**config.mk**
```make
export PLATFORM = sky130hd
export DESIGN_NAME = mseq_top
export DESIGN_NICKNAME = d
export VERILOG_FILES = /design/src/rtl/mseq_pkg.sv /design/src/rtl/mseq_store.sv /design/src/rtl/mseq_next.sv /design/src/rtl/mseq_onehot.sv /design/src/rtl/mseq_top.sv
export SDC_FILE = /design/constraint.sdc
export NUM_CORES = 1
export LEC_CHECK = 0
export BUFFER_PORTS_ARGS = -buffer_cell sky130_fd_sc_hd__buf_2
export CORE_MARGIN = 2
export CORE_UTILIZATION = 35
export CTS_BUF_LIST = sky130_fd_sc_hd__clkbuf_8
export CTS_CLUSTER_SIZE = 28
export DETAILED_ROUTE_END_ITERATION = 8
export MAX_ROUTING_LAYER = met4
export SLEW_MARGIN = 20
export SYNTH_ARGS = -nofsm -noshare
export SYNTH_HDL_FRONTEND = slang
export SYNTH_HIERARCHICAL = 1
export SYNTH_SLANG_ARGS = --single-unit
export TNS_END_PERCENT = 50
```
**constraint.sdc**
```tcl
create_clock -name clk -period 9.1 [get_ports clk]
set_clock_uncertainty 0.05 [all_clocks]
set_input_delay 0.91 -clock clk [delete_from_list [all_inputs] [get_ports clk]]
set_output_delay 0.91 -clock clk [all_outputs]
set_load 0.005 [all_outputs]
```
**src/rtl/mseq_pkg.sv**
```systemverilog
package mseq_pkg;
   typedef enum logic [1:0] {
      SQ_NEXT   = 2'd0,
      SQ_BRANCH = 2'd1,
      SQ_END    = 2'd2,
      SQ_WAIT   = 2'd3
   } seq_kind_e;

   localparam logic [1:0] MEMC_NONE  = 2'd0;
   localparam logic [1:0] MEMC_READ  = 2'd1;
   localparam logic [1:0] MEMC_WRITE = 2'd2;
endpackage

```
**src/rtl/mseq_store.sv**
```systemverilog
module mseq_store #(
   parameter int AW  = 5,
   parameter int OPW = 3,
   parameter int CW  = 22
) (
   input  logic           clk,
   input  logic           rst_n,
   input  logic           cs_we,
   input  logic [AW-1:0]  cs_waddr,
   input  logic [CW-1:0]  cs_wdata,
   input  logic           map_we,
   input  logic [OPW-1:0] map_waddr,
   input  logic [AW-1:0]  map_wdata,
   input  logic [AW-1:0]  rd_addr,
   input  logic [OPW-1:0] opcode,
   output logic [CW-1:0]  word,
   output logic [AW-1:0]  start_addr
);
   localparam int DEPTH = 1 << AW;
   localparam int NOPS  = 1 << OPW;

   logic [CW-1:0] cs_q  [DEPTH];
   logic [AW-1:0] map_q [NOPS];

   always_ff @(posedge clk or negedge rst_n) begin
      if (!rst_n) begin
         for (int i = 0; i < DEPTH; i++) cs_q[i] <= '0;
      end else if (cs_we) begin
         cs_q[cs_waddr] <= cs_wdata;
      end
   end

   always_ff @(posedge clk or negedge rst_n) begin
      if (!rst_n) begin
         for (int i = 0; i < NOPS; i++) map_q[i] <= '0;
      end else if (map_we) begin
         map_q[map_waddr] <= map_wdata;
      end
   end

   assign word       = cs_q[rd_addr];
   assign start_addr = map_q[opcode];
endmodule

```
**src/rtl/mseq_next.sv**
```systemverilog
module mseq_next
   import mseq_pkg::*;
#(
   parameter int          AW         = 5,
   parameter int unsigned FETCH_BASE = 0
) (
   input  logic          clk,
   input  logic          rst_n,
   input  logic          ir_load,
   input  logic [AW-1:0] start_addr,
   input  logic [1:0]    kind,
   input  logic          br_taken,
   input  logic [AW-1:0] br_target,
   output logic [AW-1:0] upc
);
   localparam logic [AW-1:0] FETCH_A = AW'(FETCH_BASE);

   logic [AW-1:0] nxt;
   logic [AW-1:0] inc;

   assign inc = upc + 1'b1;

   always_comb begin
      nxt = inc;
      if (ir_load) begin
         nxt = start_addr;
      end else begin
         case (seq_kind_e'(kind))
            SQ_NEXT:   nxt = inc;
            SQ_BRANCH: nxt = br_taken ? br_target : inc;
            SQ_END:    nxt = FETCH_A;
            SQ_WAIT:   nxt = upc;
            default:   nxt = inc;
         endcase
      end
   end

   always_ff @(posedge clk or negedge rst_n) begin
      if (!rst_n) upc <= FETCH_A;
      else        upc <= nxt;
   end

   AST_IRLOAD_START: assert property (@(posedge clk) disable iff (!rst_n)
      ir_load |=> upc == $past(start_addr));
   AST_SEQ_INC: assert property (@(posedge clk) disable iff (!rst_n)
      (!ir_load && kind == SQ_NEXT) |=> upc == AW'($past(upc) + 1'b1));
   AST_BR_TAKEN: assert property (@(posedge clk) disable iff (!rst_n)
      (!ir_load && kind == SQ_BRANCH && br_taken) |=> upc == $past(br_target));
   AST_BR_FALL: assert property (@(posedge clk) disable iff (!rst_n)
      (!ir_load && kind == SQ_BRANCH && !br_taken) |=> upc == AW'($past(upc) + 1'b1));
   AST_END_FETCH: assert property (@(posedge clk) disable iff (!rst_n)
      (!ir_load && kind == SQ_END) |=> upc == FETCH_A);
   AST_WAIT_HOLD: assert property (@(posedge clk) disable iff (!rst_n)
      (!ir_load && kind == SQ_WAIT) |=> $stable(upc));
endmodule

```
**src/rtl/mseq_onehot.sv**
```systemverilog
module mseq_onehot #(
   parameter int W = 3
) (
   input  logic                 clk,
   input  logic                 rst_n,
   input  logic [W-1:0]         code,
   output logic [(1<<W)-2:0]    lines
);
   localparam int NL = (1 << W) - 1;

   for (genvar i = 0; i < NL; i++) begin : g_line
      assign lines[i] = (code == W'(i + 1));
   end

   AST_FIELD_ONEHOT: assert property (@(posedge clk) disable iff (!rst_n)
      $onehot0(lines));
   AST_FIELD_ACTIVE: assert property (@(posedge clk) disable iff (!rst_n)
      (code != '0) |-> $countones(lines) == 1);
endmodule

```
**src/rtl/mseq_top.sv**
```systemverilog
module mseq_top
   import mseq_pkg::*;
#(
   parameter int          AW         = 5,
   parameter int          OPW        = 3,
   parameter int          NCOND      = 4,
   parameter int          SRCW       = 3,
   parameter int          ALUW       = 4,
   parameter int unsigned FETCH_BASE = 0,
   localparam int CSW    = $clog2(NCOND),
   localparam int KIND_LO = 0,
   localparam int CSEL_LO = KIND_LO + 2,
   localparam int INV_B   = CSEL_LO + CSW,
   localparam int TGT_LO  = INV_B + 1,
   localparam int SRC_LO  = TGT_LO + AW,
   localparam int DST_LO  = SRC_LO + SRCW,
   localparam int ALU_LO  = DST_LO + SRCW,
   localparam int MEM_LO  = ALU_LO + ALUW,
   localparam int CW      = MEM_LO + 2,
   localparam int NSRC    = (1 << SRCW) - 1,
   localparam int NALU    = (1 << ALUW) - 1
) (
   input  logic             clk,
   input  logic             rst_n,
   input  logic             ir_load,
   input  logic [OPW-1:0]   ir_opcode,
   input  logic [NCOND-1:0] cond_in,
   input  logic             cs_we,
   input  logic [AW-1:0]    cs_waddr,
   input  logic [CW-1:0]    cs_wdata,
   input  logic             map_we,
   input  logic [OPW-1:0]   map_waddr,
   input  logic [AW-1:0]    map_wdata,
   output logic [AW-1:0]    upc,
   output logic [NSRC-1:0]  src_oh,
   output logic [NSRC-1:0]  dst_oh,
   output logic [NALU-1:0]  alu_oh,
   output logic             mem_rd,
   output logic             mem_wr
);
   if (NCOND < 2 || (NCOND & (NCOND - 1)) != 0) begin : g_bad_ncond
      $error("NCOND must be a power of two, at least 2");
   end
   if (AW < 2 || AW > 10) begin : g_bad_aw
      $error("AW must lie in 2..10");
   end
   if (FETCH_BASE >= (1 << AW)) begin : g_bad_fetch
      $error("FETCH_BASE outside the control store");
   end
   if (SRCW < 1 || ALUW < 1) begin : g_bad_field
      $error("encoded fields need at least one bit");
   end

   logic [CW-1:0]   word;
   logic [AW-1:0]   start_addr;
   logic [1:0]      kind;
   logic [CSW-1:0]  csel;
   logic            inv;
   logic [AW-1:0]   tgt;
   logic [SRCW-1:0] src_c;
   logic [SRCW-1:0] dst_c;
   logic [ALUW-1:0] alu_c;
   logic [1:0]      mem_c;
   logic            br_taken;

   assign kind  = word[KIND_LO +: 2];
   assign csel  = word[CSEL_LO +: CSW];
   assign inv   = word[INV_B];
   assign tgt   = word[TGT_LO +: AW];
   assign src_c = word[SRC_LO +: SRCW];
   assign dst_c = word[DST_LO +: SRCW];
   assign alu_c = word[ALU_LO +: ALUW];
   assign mem_c = word[MEM_LO +: 2];

   assign br_taken = cond_in[csel] ^ inv;

   mseq_store #(.AW(AW), .OPW(OPW), .CW(CW)) u_store (
      .clk(clk), .rst_n(rst_n),
      .cs_we(cs_we), .cs_waddr(cs_waddr), .cs_wdata(cs_wdata),
      .map_we(map_we), .map_waddr(map_waddr), .map_wdata(map_wdata),
      .rd_addr(upc), .opcode(ir_opcode),
      .word(word), .start_addr(start_addr)
   );

   mseq_next #(.AW(AW), .FETCH_BASE(FETCH_BASE)) u_next (
      .clk(clk), .rst_n(rst_n), .ir_load(ir_load), .start_addr(start_addr),
      .kind(kind), .br_taken(br_taken), .br_target(tgt), .upc(upc)
   );

   mseq_onehot #(.W(SRCW)) u_src (.clk(clk), .rst_n(rst_n), .code(src_c), .lines(src_oh));
   mseq_onehot #(.W(SRCW)) u_dst (.clk(clk), .rst_n(rst_n), .code(dst_c), .lines(dst_oh));
   mseq_onehot #(.W(ALUW)) u_alu (.clk(clk), .rst_n(rst_n), .code(alu_c), .lines(alu_oh));

   assign mem_rd = (mem_c == MEMC_READ);
   assign mem_wr = (mem_c == MEMC_WRITE);

   AST_NO_RDWR: assert property (@(posedge clk) disable iff (!rst_n)
      !(mem_rd && mem_wr));
   AST_IDLE_MEM: assert property (@(posedge clk) disable iff (!rst_n)
      (word[MEM_LO +: 2] == MEMC_NONE) |-> !mem_rd && !mem_wr);
endmodule

```
==> results of run 1 <==
==> logic make-up after synthesis <==
kind of cell               synth area share, %
muxes                                     34.7
DFF                                       53.2
and+or+nand+nor                           4.25
buffers and inverters                     3.40
AOI/OAI and AO/OA                         4.29
adders and majority gates                0.107
xor gates and xnor gates                0.0497
==> metal layers <==
| metal | share of wire (%) | track usage (%) | vias up |
|---|---|---|---|
| met3 | 5.8 | 3.99 | 174 |
| met4 | 2.4 | 5.52 | 0 |
| met1 | 45 | 25.1 | 11668 |
| li1 | - | - | 9445 |
| met5 | 0 | - | - |
| met2 | 47 | 30.2 | 616 |
==> worst min-delay path by stage <==
stage	to	startpoint	depth (start not counted)	slack (ps)
3_3_place_gp	u_store/cs_q[427]$_DFFE_PN0P_	u_store/cs_q[427]$_DFFE_PN0P_	1	420
4_1_cts	u_store/cs_q[573]$_DFFE_PN0P_	rst_n	1	80
5_1_grt	u_store/cs_q[573]$_DFFE_PN0P_	rst_n	1	130
2_1_floorplan	u_store/cs_q[426]$_DFFE_PN0P_	u_store/cs_q[426]$_DFFE_PN0P_	1	410
3_5_place_dp	u_store/cs_q[40]$_DFFE_PN0P_	u_store/cs_q[40]$_DFFE_PN0P_	1	420
6_report	u_store/cs_q[573]$_DFFE_PN0P_	rst_n	1	100
==> critical path: cells and delay by family, from the launching register on <==
kind                   cells  cell delay, ps
AOI/OAI and AO/OA          2             450
buffers and inverters      2             710
DFF                        1             770
muxes                      1             290
and+or+nand+nor            3            1070
==> metrics by stage <==
| stage | utilization [%] | worst slack (ps) | cells | cell area [um^2] |
|---|---|---|---|---|
| 6_report | 39.2 | 3850 | 3983 | 39200 |
| 5_1_grt | 39.2 | 3650 | 3983 | 39200 |
| 4_1_cts | 39.1 | 3840 | 3976 | 39100 |
| 3_5_place_dp | 36.7 | 4660 | 3757 | 36700 |
| 3_3_place_gp | 36.6 | 4730 | 3755 | 36600 |
| 2_1_floorplan | - | 5980 | 2553 | 35200 |
==> state kept, by name, indices dropped and copies added (netlist names) <==
name           count
u_store/map_q     40
u_next/upc         5
u_store/cs_q     704
==> cell type report <==
cell class / instances / area [um^2]
Inverter: 2 / 7.51
Fill cell: 9331 / 60800
Clock buffer: 159 / 2190
Timing Repair Buffer: 134 / 947
Multi-Input combinational cell: 1576 / 15400
Tap cell: 1298 / 1620
Sequential cell: 749 / 18700
Antenna cell: 5 / 12.5
Clock inverter: 60 / 280
==> power groups by stage <==
| stage | Combinational (mW) | Sequential, mW | Clock (mW) |
|---|---|---|---|
| floorplan | 2.73 | 4.28 | 0 |
| global placement | 3.64 | 4.37 | 0 |
| detailed placement | 3.72 | 4.42 | 0 |
| CTS | 3.73 | 4.36 | 2.99 |
| global route | 4.00 | 4.45 | 3.14 |
| finish | 3.74 | 4.37 | 2.91 |
==> Yosys cell counts (2+ instances only) <==
library cell | number | area share, %
sky130_fd_sc_hd__a31oi_1 | 22 | 0.39
sky130_fd_sc_hd__buf_4 | 53 | 1.1
sky130_fd_sc_hd__buf_6 | 10 | 0.32
sky130_fd_sc_hd__and3_2 | 2 | 0.043
sky130_fd_sc_hd__and4b_2 | 4 | 0.13
sky130_fd_sc_hd__inv_1 | 2 | 0.021
sky130_fd_sc_hd__nor3b_1 | 7 | 0.15
sky130_fd_sc_hd__or2_2 | 2 | 0.035
sky130_fd_sc_hd__dfrtp_1 | 749 | 53
sky130_fd_sc_hd__nor3_1 | 24 | 0.34
sky130_fd_sc_hd__clkbuf_1 | 101 | 1.1
sky130_fd_sc_hd__a31o_2 | 2 | 0.050
sky130_fd_sc_hd__xor2_1 | 2 | 0.050
sky130_fd_sc_hd__o221ai_1 | 3 | 0.075
sky130_fd_sc_hd__ha_1 | 3 | 0.11
sky130_fd_sc_hd__o31ai_1 | 2 | 0.043
sky130_fd_sc_hd__nor3b_2 | 5 | 0.18
sky130_fd_sc_hd__nand3b_1 | 4 | 0.085
sky130_fd_sc_hd__mux4_2 | 11 | 0.70
sky130_fd_sc_hd__mux2_1 | 10 | 0.32
sky130_fd_sc_hd__nor2_1 | 10 | 0.11
sky130_fd_sc_hd__a21oi_1 | 50 | 0.71
sky130_fd_sc_hd__nand4b_1 | 3 | 0.075
sky130_fd_sc_hd__nor2b_1 | 4 | 0.071
sky130_fd_sc_hd__mux2i_1 | 355 | 10
sky130_fd_sc_hd__nor2_4 | 8 | 0.26
sky130_fd_sc_hd__nor4b_4 | 2 | 0.13
sky130_fd_sc_hd__nand2b_1 | 5 | 0.089
sky130_fd_sc_hd__and3b_1 | 2 | 0.050
sky130_fd_sc_hd__and3b_2 | 8 | 0.23
sky130_fd_sc_hd__and4bb_2 | 6 | 0.21
sky130_fd_sc_hd__mux2_2 | 739 | 24
sky130_fd_sc_hd__nand2_1 | 68 | 0.72
sky130_fd_sc_hd__nand4_1 | 25 | 0.44
sky130_fd_sc_hd__buf_2 | 56 | 0.80
sky130_fd_sc_hd__nand3_1 | 46 | 0.65
sky130_fd_sc_hd__a22o_1 | 44 | 1.1
sky130_fd_sc_hd__nor4b_2 | 2 | 0.085
sky130_fd_sc_hd__a22oi_1 | 88 | 1.9
sky130_fd_sc_hd__buf_1 | 6 | 0.064
==> impl_metrics.json, run 1 <==
{
  "power_switching_mw": 3.81,
  "final_common_cell": "sky130_fd_sc_hd__dfrtp_1",
  "avgViaCountPerCell": 5.50,
  "drc_errors": 0,
  "worst_hold_slack_ps": 104,
  "slowest_delay_ps": 770,
  "setup-tns-final_ps": 0,
  "cts.sink_count": 749,
  "synth-seq-cells": 749,
  "count_of_endpoints_failing_setup_in_the_final_report": 0,
  "regToRegStartpoint": "u_next/upc[0]$_DFFE_PN0P_",
  "drive_above_1_share_pct": 41.9,
  "status": "finished clean",
  "setup.worst_path.end_class": "output port",
  "clockRootBuffer": "sky130_fd_sc_hd__clkbuf_8",
  "place.detailed.hpwl_um": 55700,
  "final_stage_net_count": 2631,
  "headroom_to_the_max_slew_limit_pct": 25.1,
  "syn_area_mm2": 0.0352,
  "avgSynthCellArea_um2": 13.8,
  "most_frequent_cells_in_the_layout": "sky130_fd_sc_hd__dfrtp_1 (748), sky130_fd_sc_hd__mux2_2 (739), sky130_fd_sc_hd__mux2i_1 (355), sky130_fd_sc_hd__clkbuf_8 (159), sky130_fd_sc_hd__a22oi_1 (88)",
  "area_growth_pct": 11.2,
  "critical_path.cell_chain": "buf_12 -> mux2i_1 -> a22o_1 -> nor3_1 -> a31oi_1 -> nand3_1 -> and4bb_2 -> buf_2",
  "cts_setup_buffers": 0,
  "finalHoldViolCount": 0,
  "grt_util_all_layers_pct": 19.2,
  "worst-endpoint-arrival_ps": 4290,
  "grt_max_degree": 154,
  "clock_tree_from_tritoncts": "yes",
  "fp-row-count": 116,
  "cts_hold_buffers": 0,
  "synth_async_sr_flop_share_pct": 100,
  "cellInternalPower_mw": 7.21,
  "fin_total_pwr_mw": 11.0,
  "power.share.switching_pct": 34.6,
  "top_level_ports": 83,
  "dr_total_vias": 21903,
  "rsz0062_at_grt": "false",
  "max_freq_ghz": 0.190,
  "post_cts_resized": 0,
  "die_h_um": 321,
  "comb_power_share_pct": 34.0,
  "yosysWarningCount": 6,
  "worst_ir_drop_vdd_v": 0.000279,
  "critPathSlowestCell": "sky130_fd_sc_hd__dfrtp_4",
  "final.period_utilization_pct": 57.7,
  "worstReg2RegEnd": "u_next/upc[0]$_DFFE_PN0P_",
  "antenna_found_initial": 4,
  "placement.io_buffers": 82,
  "std_cell_core_area_mm2": 0.100,
  "power_density_mw_per_mm2": 281,
  "setup_slack_of_the_most_critical_reg_to_reg_path_ps": 4870,
  "part_of_the_power_in_the_clock_network_pct": 26.4,
  "worstPathRequired_ps": 8140,
  "synth.distinct_cells": 48,
  "syn_nets": 2603,
  "dieArea_mm2": 0.103,
  "worst_setup_path_start_kind": "flip-flop",
  "insertion_delay_ps": 770,
  "starting_density_of_the_core_pct": 35.2,
  "clk_pin_slew_worst_paths_ps": 70,
  "cellLeakagePower_nw": 17.7,
  "worstMarginPinSlew_ps": 1120,
  "sequential_element_share_of_the_synthesized_area_pct": 53.2,
  "final-max-slew-violation-count": 0,
  "ff2ff_path_depth": 11,
  "detail_route.wirelength_um": 97500,
  "die-width_um": 321,
  "timing.max_cap.violations": 0,
  "worstSetupEndpoint": "alu_oh[4]",
  "syn_inst": 2553,
  "grt_overflow_total": 0,
  "routabilityCongestion": 0.787,
  "postSynth.topFlopCell": "sky130_fd_sc_hd__dfrtp_1",
  "first_global_vias": 22892,
  "drt-initial-drc-count": 1638,
  "final_period_minus_worst_setup_slack_ps": 5250,
  "post_dr_wirelength_cell_um": 24.5,
  "min_path_type": "in -> async",
  "cts_buffer_depth": 3,
  "power_frac_seq_pct": 39.6,
  "first_pass_iters": 7,
  "worst_setup_path_category": "reg -> out",
  "grt_first_pass_wirelength_um": 145000,
  "ant_nets": 0,
  "cts_max_level": 3,
  "cts-buffers-inserted": 118,
  "highest_fanout_seen_on_the_critical_path": 119,
  "number_of_synthesized_flops_with_an_enable_pin": 0,
  "worst_setup_path_startpoint": "u_next/upc[1]$_DFFE_PN0P_"
}
Power figures use the tool's default switching activity.
==> run 2: changes to the inputs <==
==> constraint.sdc (replaced) <==
create_clock -name clk -period 4.5 [get_ports clk]
set_clock_uncertainty 0.05 [all_clocks]
set_input_delay 0.45 -clock clk [delete_from_list [all_inputs] [get_ports clk]]
set_output_delay 0.45 -clock clk [all_outputs]
set_load 0.005 [all_outputs]
==> run 2 against run 1 <==
Global-route usage up 0.49 points. Via count up 0.58%. Non-clock buffer count up 40. Design area up 1.2%. Sequential cell count unchanged. Utilization up 0.46 points. Clock power up 100%. Count of clock-buffer cells in the layout down 8. First-iteration DRC count down 11%. Largest power group unchanged.
==> impl_metrics.json, run 2 (same netlist as run 1, synthesis figures left out) <==
{
  "cts.sink_count": 749,
  "die_h_um": 321,
  "drt-initial-drc-count": 1458,
  "dr_total_vias": 22030,
  "place.detailed.hpwl_um": 58600,
  "std_cell_core_area_mm2": 0.100,
  "clk_pin_slew_worst_paths_ps": 60,
  "max_freq_ghz": 0.233,
  "largest_register_ffs": 704,
  "setup.worst_path.end_class": "output port",
  "timing.max_cap.violations": 0,
  "avgViaCountPerCell": 5.48,
  "clock_tree_from_tritoncts": "yes",
  "power_density_mw_per_mm2": 568,
  "fp-row-count": 116,
  "most_frequent_cells_in_the_layout": "sky130_fd_sc_hd__dfrtp_1 (748), sky130_fd_sc_hd__mux2_2 (739), sky130_fd_sc_hd__mux2i_1 (355), sky130_fd_sc_hd__clkbuf_8 (151), sky130_fd_sc_hd__a22oi_1 (88)",
  "count_of_endpoints_failing_setup_in_the_final_report": 0,
  "cellLeakagePower_nw": 17.9,
  "post_dr_wirelength_cell_um": 24.6,
  "top_level_ports": 83,
  "status": "finished clean",
  "headroom_to_the_max_slew_limit_pct": 20.7,
  "cts-buffers-inserted": 119,
  "critPathSlowestCell": "sky130_fd_sc_hd__dfrtp_1",
  "grt_max_degree": 95,
  "grt_util_all_layers_pct": 19.7,
  "worst_setup_path_category": "reg -> out",
  "highest_fanout_seen_on_the_critical_path": 54,
  "antenna_found_initial": 5,
  "slowest_delay_ps": 640,
  "die-width_um": 321,
  "rsz0062_at_grt": "false",
  "worst-endpoint-arrival_ps": 3790,
  "final_period_minus_worst_setup_slack_ps": 4290,
  "worstMarginPinSlew_ps": 1190,
  "area_growth_pct": 12.5,
  "final.period_utilization_pct": 95.3,
  "first_pass_iters": 5,
  "final_common_cell": "sky130_fd_sc_hd__dfrtp_1",
  "critical_path.cell_chain": "nor2b_4 -> buf_12 -> a22oi_1 -> nand4_1 -> nand3_1 -> and4_2 -> buf_2",
  "drive_above_1_share_pct": 42.5,
  "worst_hold_slack_ps": 165,
  "detail_route.wirelength_um": 98800,
  "biggest_register": "u_store/cs_q",
  "final_stage_net_count": 2673,
  "drc_errors": 0,
  "fin_total_pwr_mw": 22.5,
  "largest_registers": "u_store/cs_q x704, u_store/map_q x40, u_next/upc x5",
  "worst_ir_drop_vdd_v": 0.000314,
  "starting_density_of_the_core_pct": 35.2,
  "grt_first_pass_wirelength_um": 150000,
  "worst_setup_path_start_kind": "flip-flop",
  "first_global_vias": 23392,
  "final-max-slew-violation-count": 0,
  "finalHoldViolCount": 0,
  "clockRootBuffer": "sky130_fd_sc_hd__clkbuf_8",
  "dieArea_mm2": 0.103,
  "grt_overflow_total": 0,
  "ant_nets": 0,
  "min_path_type": "in -> reg",
  "cts_max_level": 3,
  "worstPathRequired_ps": 4000,
  "cts_buffer_depth": 3,
  "insertion_delay_ps": 790,
  "setup-tns-final_ps": 0,
  "placement.io_buffers": 82,
  "routabilityCongestion": 0.786
}
## run 2: cell types whose count changed in the layout (fill, tap and decap cells not counted), sizes merged, moves of 2 or more
cell,before,now
dlygate4sd3,0,7
clkbuf,159,152
buf,134,166
inv,43,47
bufinv,0,2
clkinv,16,14
## run 2: path summary, 6_finish.rpt
| path | from | end | slack [ps] | cells after the start |
|---|---|---|---|---|
| worst min-delay path | ir_opcode[2] | u_next/upc[1]$_DFFE_PN0P_ | 170 | 4 |
| worst min register to register | u_store/cs_q[25]$_DFFE_PN0P_ | u_store/cs_q[25]$_DFFE_PN0P_ | 440 | 1 |
| min in group asynchronous | rst_n | u_store/cs_q[663]$_DFFE_PN0P_ | 280 | 2 |
| worst max register to register | u_next/upc[0]$_DFFE_PN0P_ | u_next/upc[0]$_DFFE_PN0P_ | 960 | 11 |
| worst max-delay path | u_next/upc[0]$_DFFE_PN0P_ | alu_oh[14] | 210 | 7 |
| max in group asynchronous | rst_n | u_store/cs_q[191]$_DFFE_PN0P_ | 3000 | 3 |
## run 2: area by class of cell
type | instances | area [um^2]
inverter | 2 | 7.51
clock inverter | 64 | 365
fill | 9360 | 60300
tap | 1298 | 1620
multi-input combinational | 1577 | 15400
clock buffer | 151 | 2080
timing repair buffer | 174 | 1420
sequential | 749 | 18700
antenna | 5 | 12.5
## run 2: where the power goes
| part | total, mW | leakage (nW) | internal [mW] | switching (mW) |
|---|---|---|---|---|
| combinational | 7.81 | 6.95 | 3.56 | 4.25 |
| clock | 5.87 | 1.41 | 3.13 | 2.74 |
| sequential | 8.84 | 9.54 | 8.07 | 0.770 |
## run 2: routing by layer
metal	wire (um)	vias up	track usage [%]
met5	0	-	-
met4	2180	0	5.53
met3	4420	150	3.22
met2	46400	565	30.7
met1	45800	11764	26.6
li1	-	9551	-
## run 2: worst max-delay path: cells and delay by family (launching register included)
family          cells  cell delay, ps
compound gates      1             160
flops               1             640
buf+inv             2             500
simple gates        4            1630
## run 2: stage by stage
step / setup WS (ps) / utilization (%) / area (um^2) / std cells
floorplan: 1450 / - / 35200 / 2553
global placement: 866 / 37.0 / 37000 / 3785
detailed placement: 749 / 37.0 / 37000 / 3785
CTS: 24.4 / 39.5 / 39500 / 4008
global route: 1.59 / 39.7 / 39700 / 4020
finish: 213 / 39.7 / 39700 / 4020
## run 2: timing repair
item	in CTS	in global routing
pin swaps	1	0
buffers inserted	1	4
setup endpoints to repair	14	17
gates resized for setup	1	1
hold buffers	7	0
cloned	0	1
endpoints found under the hold margin	118	0
==> run 3: changes to the inputs <==
==> constraint.sdc (replaced) <==
create_clock -name clk -period 4.5 [get_ports clk]
set_clock_uncertainty 0.05 [all_clocks]
set_input_delay 0.225 -clock clk [delete_from_list [all_inputs] [get_ports clk]]
set_output_delay 0.225 -clock clk [all_outputs]
set_load 0.005 [all_outputs]
==> run 3 against run 2 <==
Sequential power hardly changed. Clock power hardly changed. Power is 0.27% higher. Critical path type unchanged. Highest routed layer unchanged.
==> impl_metrics.json, run 3 (same netlist as run 1, synthesis figures left out) <==
{
  "ant_nets": 0,
  "finalHoldViolCount": 0,
  "cts_max_level": 3,
  "power_density_mw_per_mm2": 569,
  "slowest_delay_ps": 640,
  "antenna_found_initial": 2,
  "clockRootBuffer": "sky130_fd_sc_hd__clkbuf_8",
  "area_growth_pct": 12.6,
  "drive_above_1_share_pct": 42.1,
  "final-instance-count-excl-fill": 4028,
  "top_level_ports": 83,
  "insertion_delay_ps": 770,
  "final.period_utilization_pct": 95.0,
  "placement.io_buffers": 82,
  "critPathSlowestCell": "sky130_fd_sc_hd__dfrtp_1",
  "avgViaCountPerCell": 5.47,
  "fin_total_pwr_mw": 22.6,
  "die-width_um": 321,
  "grt_util_all_layers_pct": 19.8,
  "dieArea_mm2": 0.103,
  "final-max-slew-violation-count": 0,
  "first_pass_iters": 5,
  "status": "finished clean",
  "highest_fanout_seen_on_the_critical_path": 34,
  "fp-row-count": 116,
  "rsz0062_at_grt": "false",
  "drc_errors": 0,
  "worst_setup_path_category": "reg -> out",
  "worstPathRequired_ps": 4220,
  "ff2ff_path_depth": 12,
  "setup.worst_path.end_class": "output port",
  "grt_overflow_total": 0,
  "starting_density_of_the_core_pct": 35.2,
  "setup_slack_after_layout_ps": 226,
  "largest_registers": "u_store/cs_q x704, u_store/map_q x40, u_next/upc x5",
  "final_common_cell": "sky130_fd_sc_hd__dfrtp_1",
  "final_period_minus_worst_setup_slack_ps": 4270,
  "largest_register_ffs": 704,
  "worst-endpoint-arrival_ps": 4000,
  "grt_first_pass_wirelength_um": 150000,
  "biggest_register": "u_store/cs_q",
  "clk_pin_slew_worst_paths_ps": 60,
  "max_freq_ghz": 0.234,
  "timing.max_cap.violations": 0,
  "drt-initial-drc-count": 1676,
  "cts_buffer_depth": 3,
  "critical_path.cell_chain": "and2_4 -> buf_12 -> a22o_1 -> nor3_1 -> a31oi_1 -> nand3_1 -> and4b_2 -> buf_2",
  "min_path_type": "in -> async",
  "setup-tns-final_ps": 0,
  "detail_route.wirelength_um": 99100,
  "post_dr_wirelength_cell_um": 24.6,
  "worstMarginPinSlew_ps": 1230,
  "place.detailed.hpwl_um": 59400,
  "first_global_vias": 23285,
  "die_h_um": 321,
  "worst_setup_path_start_kind": "flip-flop",
  "clock_tree_from_tritoncts": "yes",
  "cts-buffers-inserted": 118,
  "most_frequent_cells_in_the_layout": "sky130_fd_sc_hd__dfrtp_1 (748), sky130_fd_sc_hd__mux2_2 (739), sky130_fd_sc_hd__mux2i_1 (355), sky130_fd_sc_hd__clkbuf_8 (154), sky130_fd_sc_hd__a22oi_1 (88)",
  "headroom_to_the_max_slew_limit_pct": 18.1,
  "grt_max_degree": 156,
  "cellLeakagePower_nw": 17.9,
  "worst_hold_slack_ps": 46.0,
  "routabilityCongestion": 0.782,
  "final_stage_net_count": 2683,
  "worst_ir_drop_vdd_v": 0.000319,
  "cts.sink_count": 749,
  "dr_total_vias": 22037,
  "count_of_endpoints_failing_setup_in_the_final_report": 0,
  "place_worst_setup_slack_ps": 914,
  "std_cell_core_area_mm2": 0.100,
  "dpl.cell_count": 3788
}
run 3: final cells by class:
cell class / instances / area [um^2]
multi-input combinational: 1576 / 15400
clock inverter: 62 / 332
fill: 9262 / 60300
tap: 1298 / 1620
inverter: 2 / 7.51
clock buffer: 154 / 2120
antenna: 1 / 2.50
sequential: 749 / 18700
timing repair buffer: 186 / 1470
run 3: worst paths after layout:
path                                          startpoint                             to  slack, ps
max                            u_next/upc[2]$_DFFE_PN0P_                     alu_oh[13]        230
min                                                rst_n  u_store/cs_q[685]$_DFFE_PN0P_         50
max reg2reg                    u_next/upc[0]$_DFFE_PN0P_      u_next/upc[0]$_DFFE_PN0P_        250
min reg2reg                u_store/cs_q[438]$_DFFE_PN0P_  u_store/cs_q[438]$_DFFE_PN0P_        450
max in group asynchronous                          rst_n  u_store/cs_q[476]$_DFFE_PN0P_       3040
min in group clk                             cs_wdata[3]  u_store/cs_q[289]$_DFFE_PN0P_         60
run 3: stage by stage:
stage,utilization [%],cell area [um^2]
final,39.7,39700
after detailed placement,37.0,37000
after global placement,36.9,36900
after CTS,39.6,39600
after floorplan,-,35200
after global routing,39.7,39700
run 3: repair_timing:
item / 4_1_cts / 5_1_grt
setup buffers: 0 / 4
hold endpoints to repair: 142 / 0
hold buffers: 19 / 0
gates resized for setup: 0 / 1
setup endpoints to repair: 0 / 15
run 3: layer usage:
metal | vias to the layer above | share of wire (%) | GRT usage, %
met3 | 193 | 4.6 | 3.06
met1 | 11736 | 47 | 27.2
li1 | 9526 | - | -
met4 | 0 | 3.0 | 6.65
met2 | 582 | 45 | 29.9
met5 | - | 0 | -
run 3: critical path, delay by kind of cell, from the launching register on:
kind | cells | cell delay [ps]
AO/OA/AOI/OAI | 2 | 370
AND/OR/NAND/NOR | 4 | 1710
buffers and inverters | 2 | 450
flip-flops | 1 | 640
run 3: where the power goes:
part,internal (mW),switching (mW)
clock network,3.16,2.73
registers,8.07,0.741
logic,3.56,4.32
total,14.8,7.79
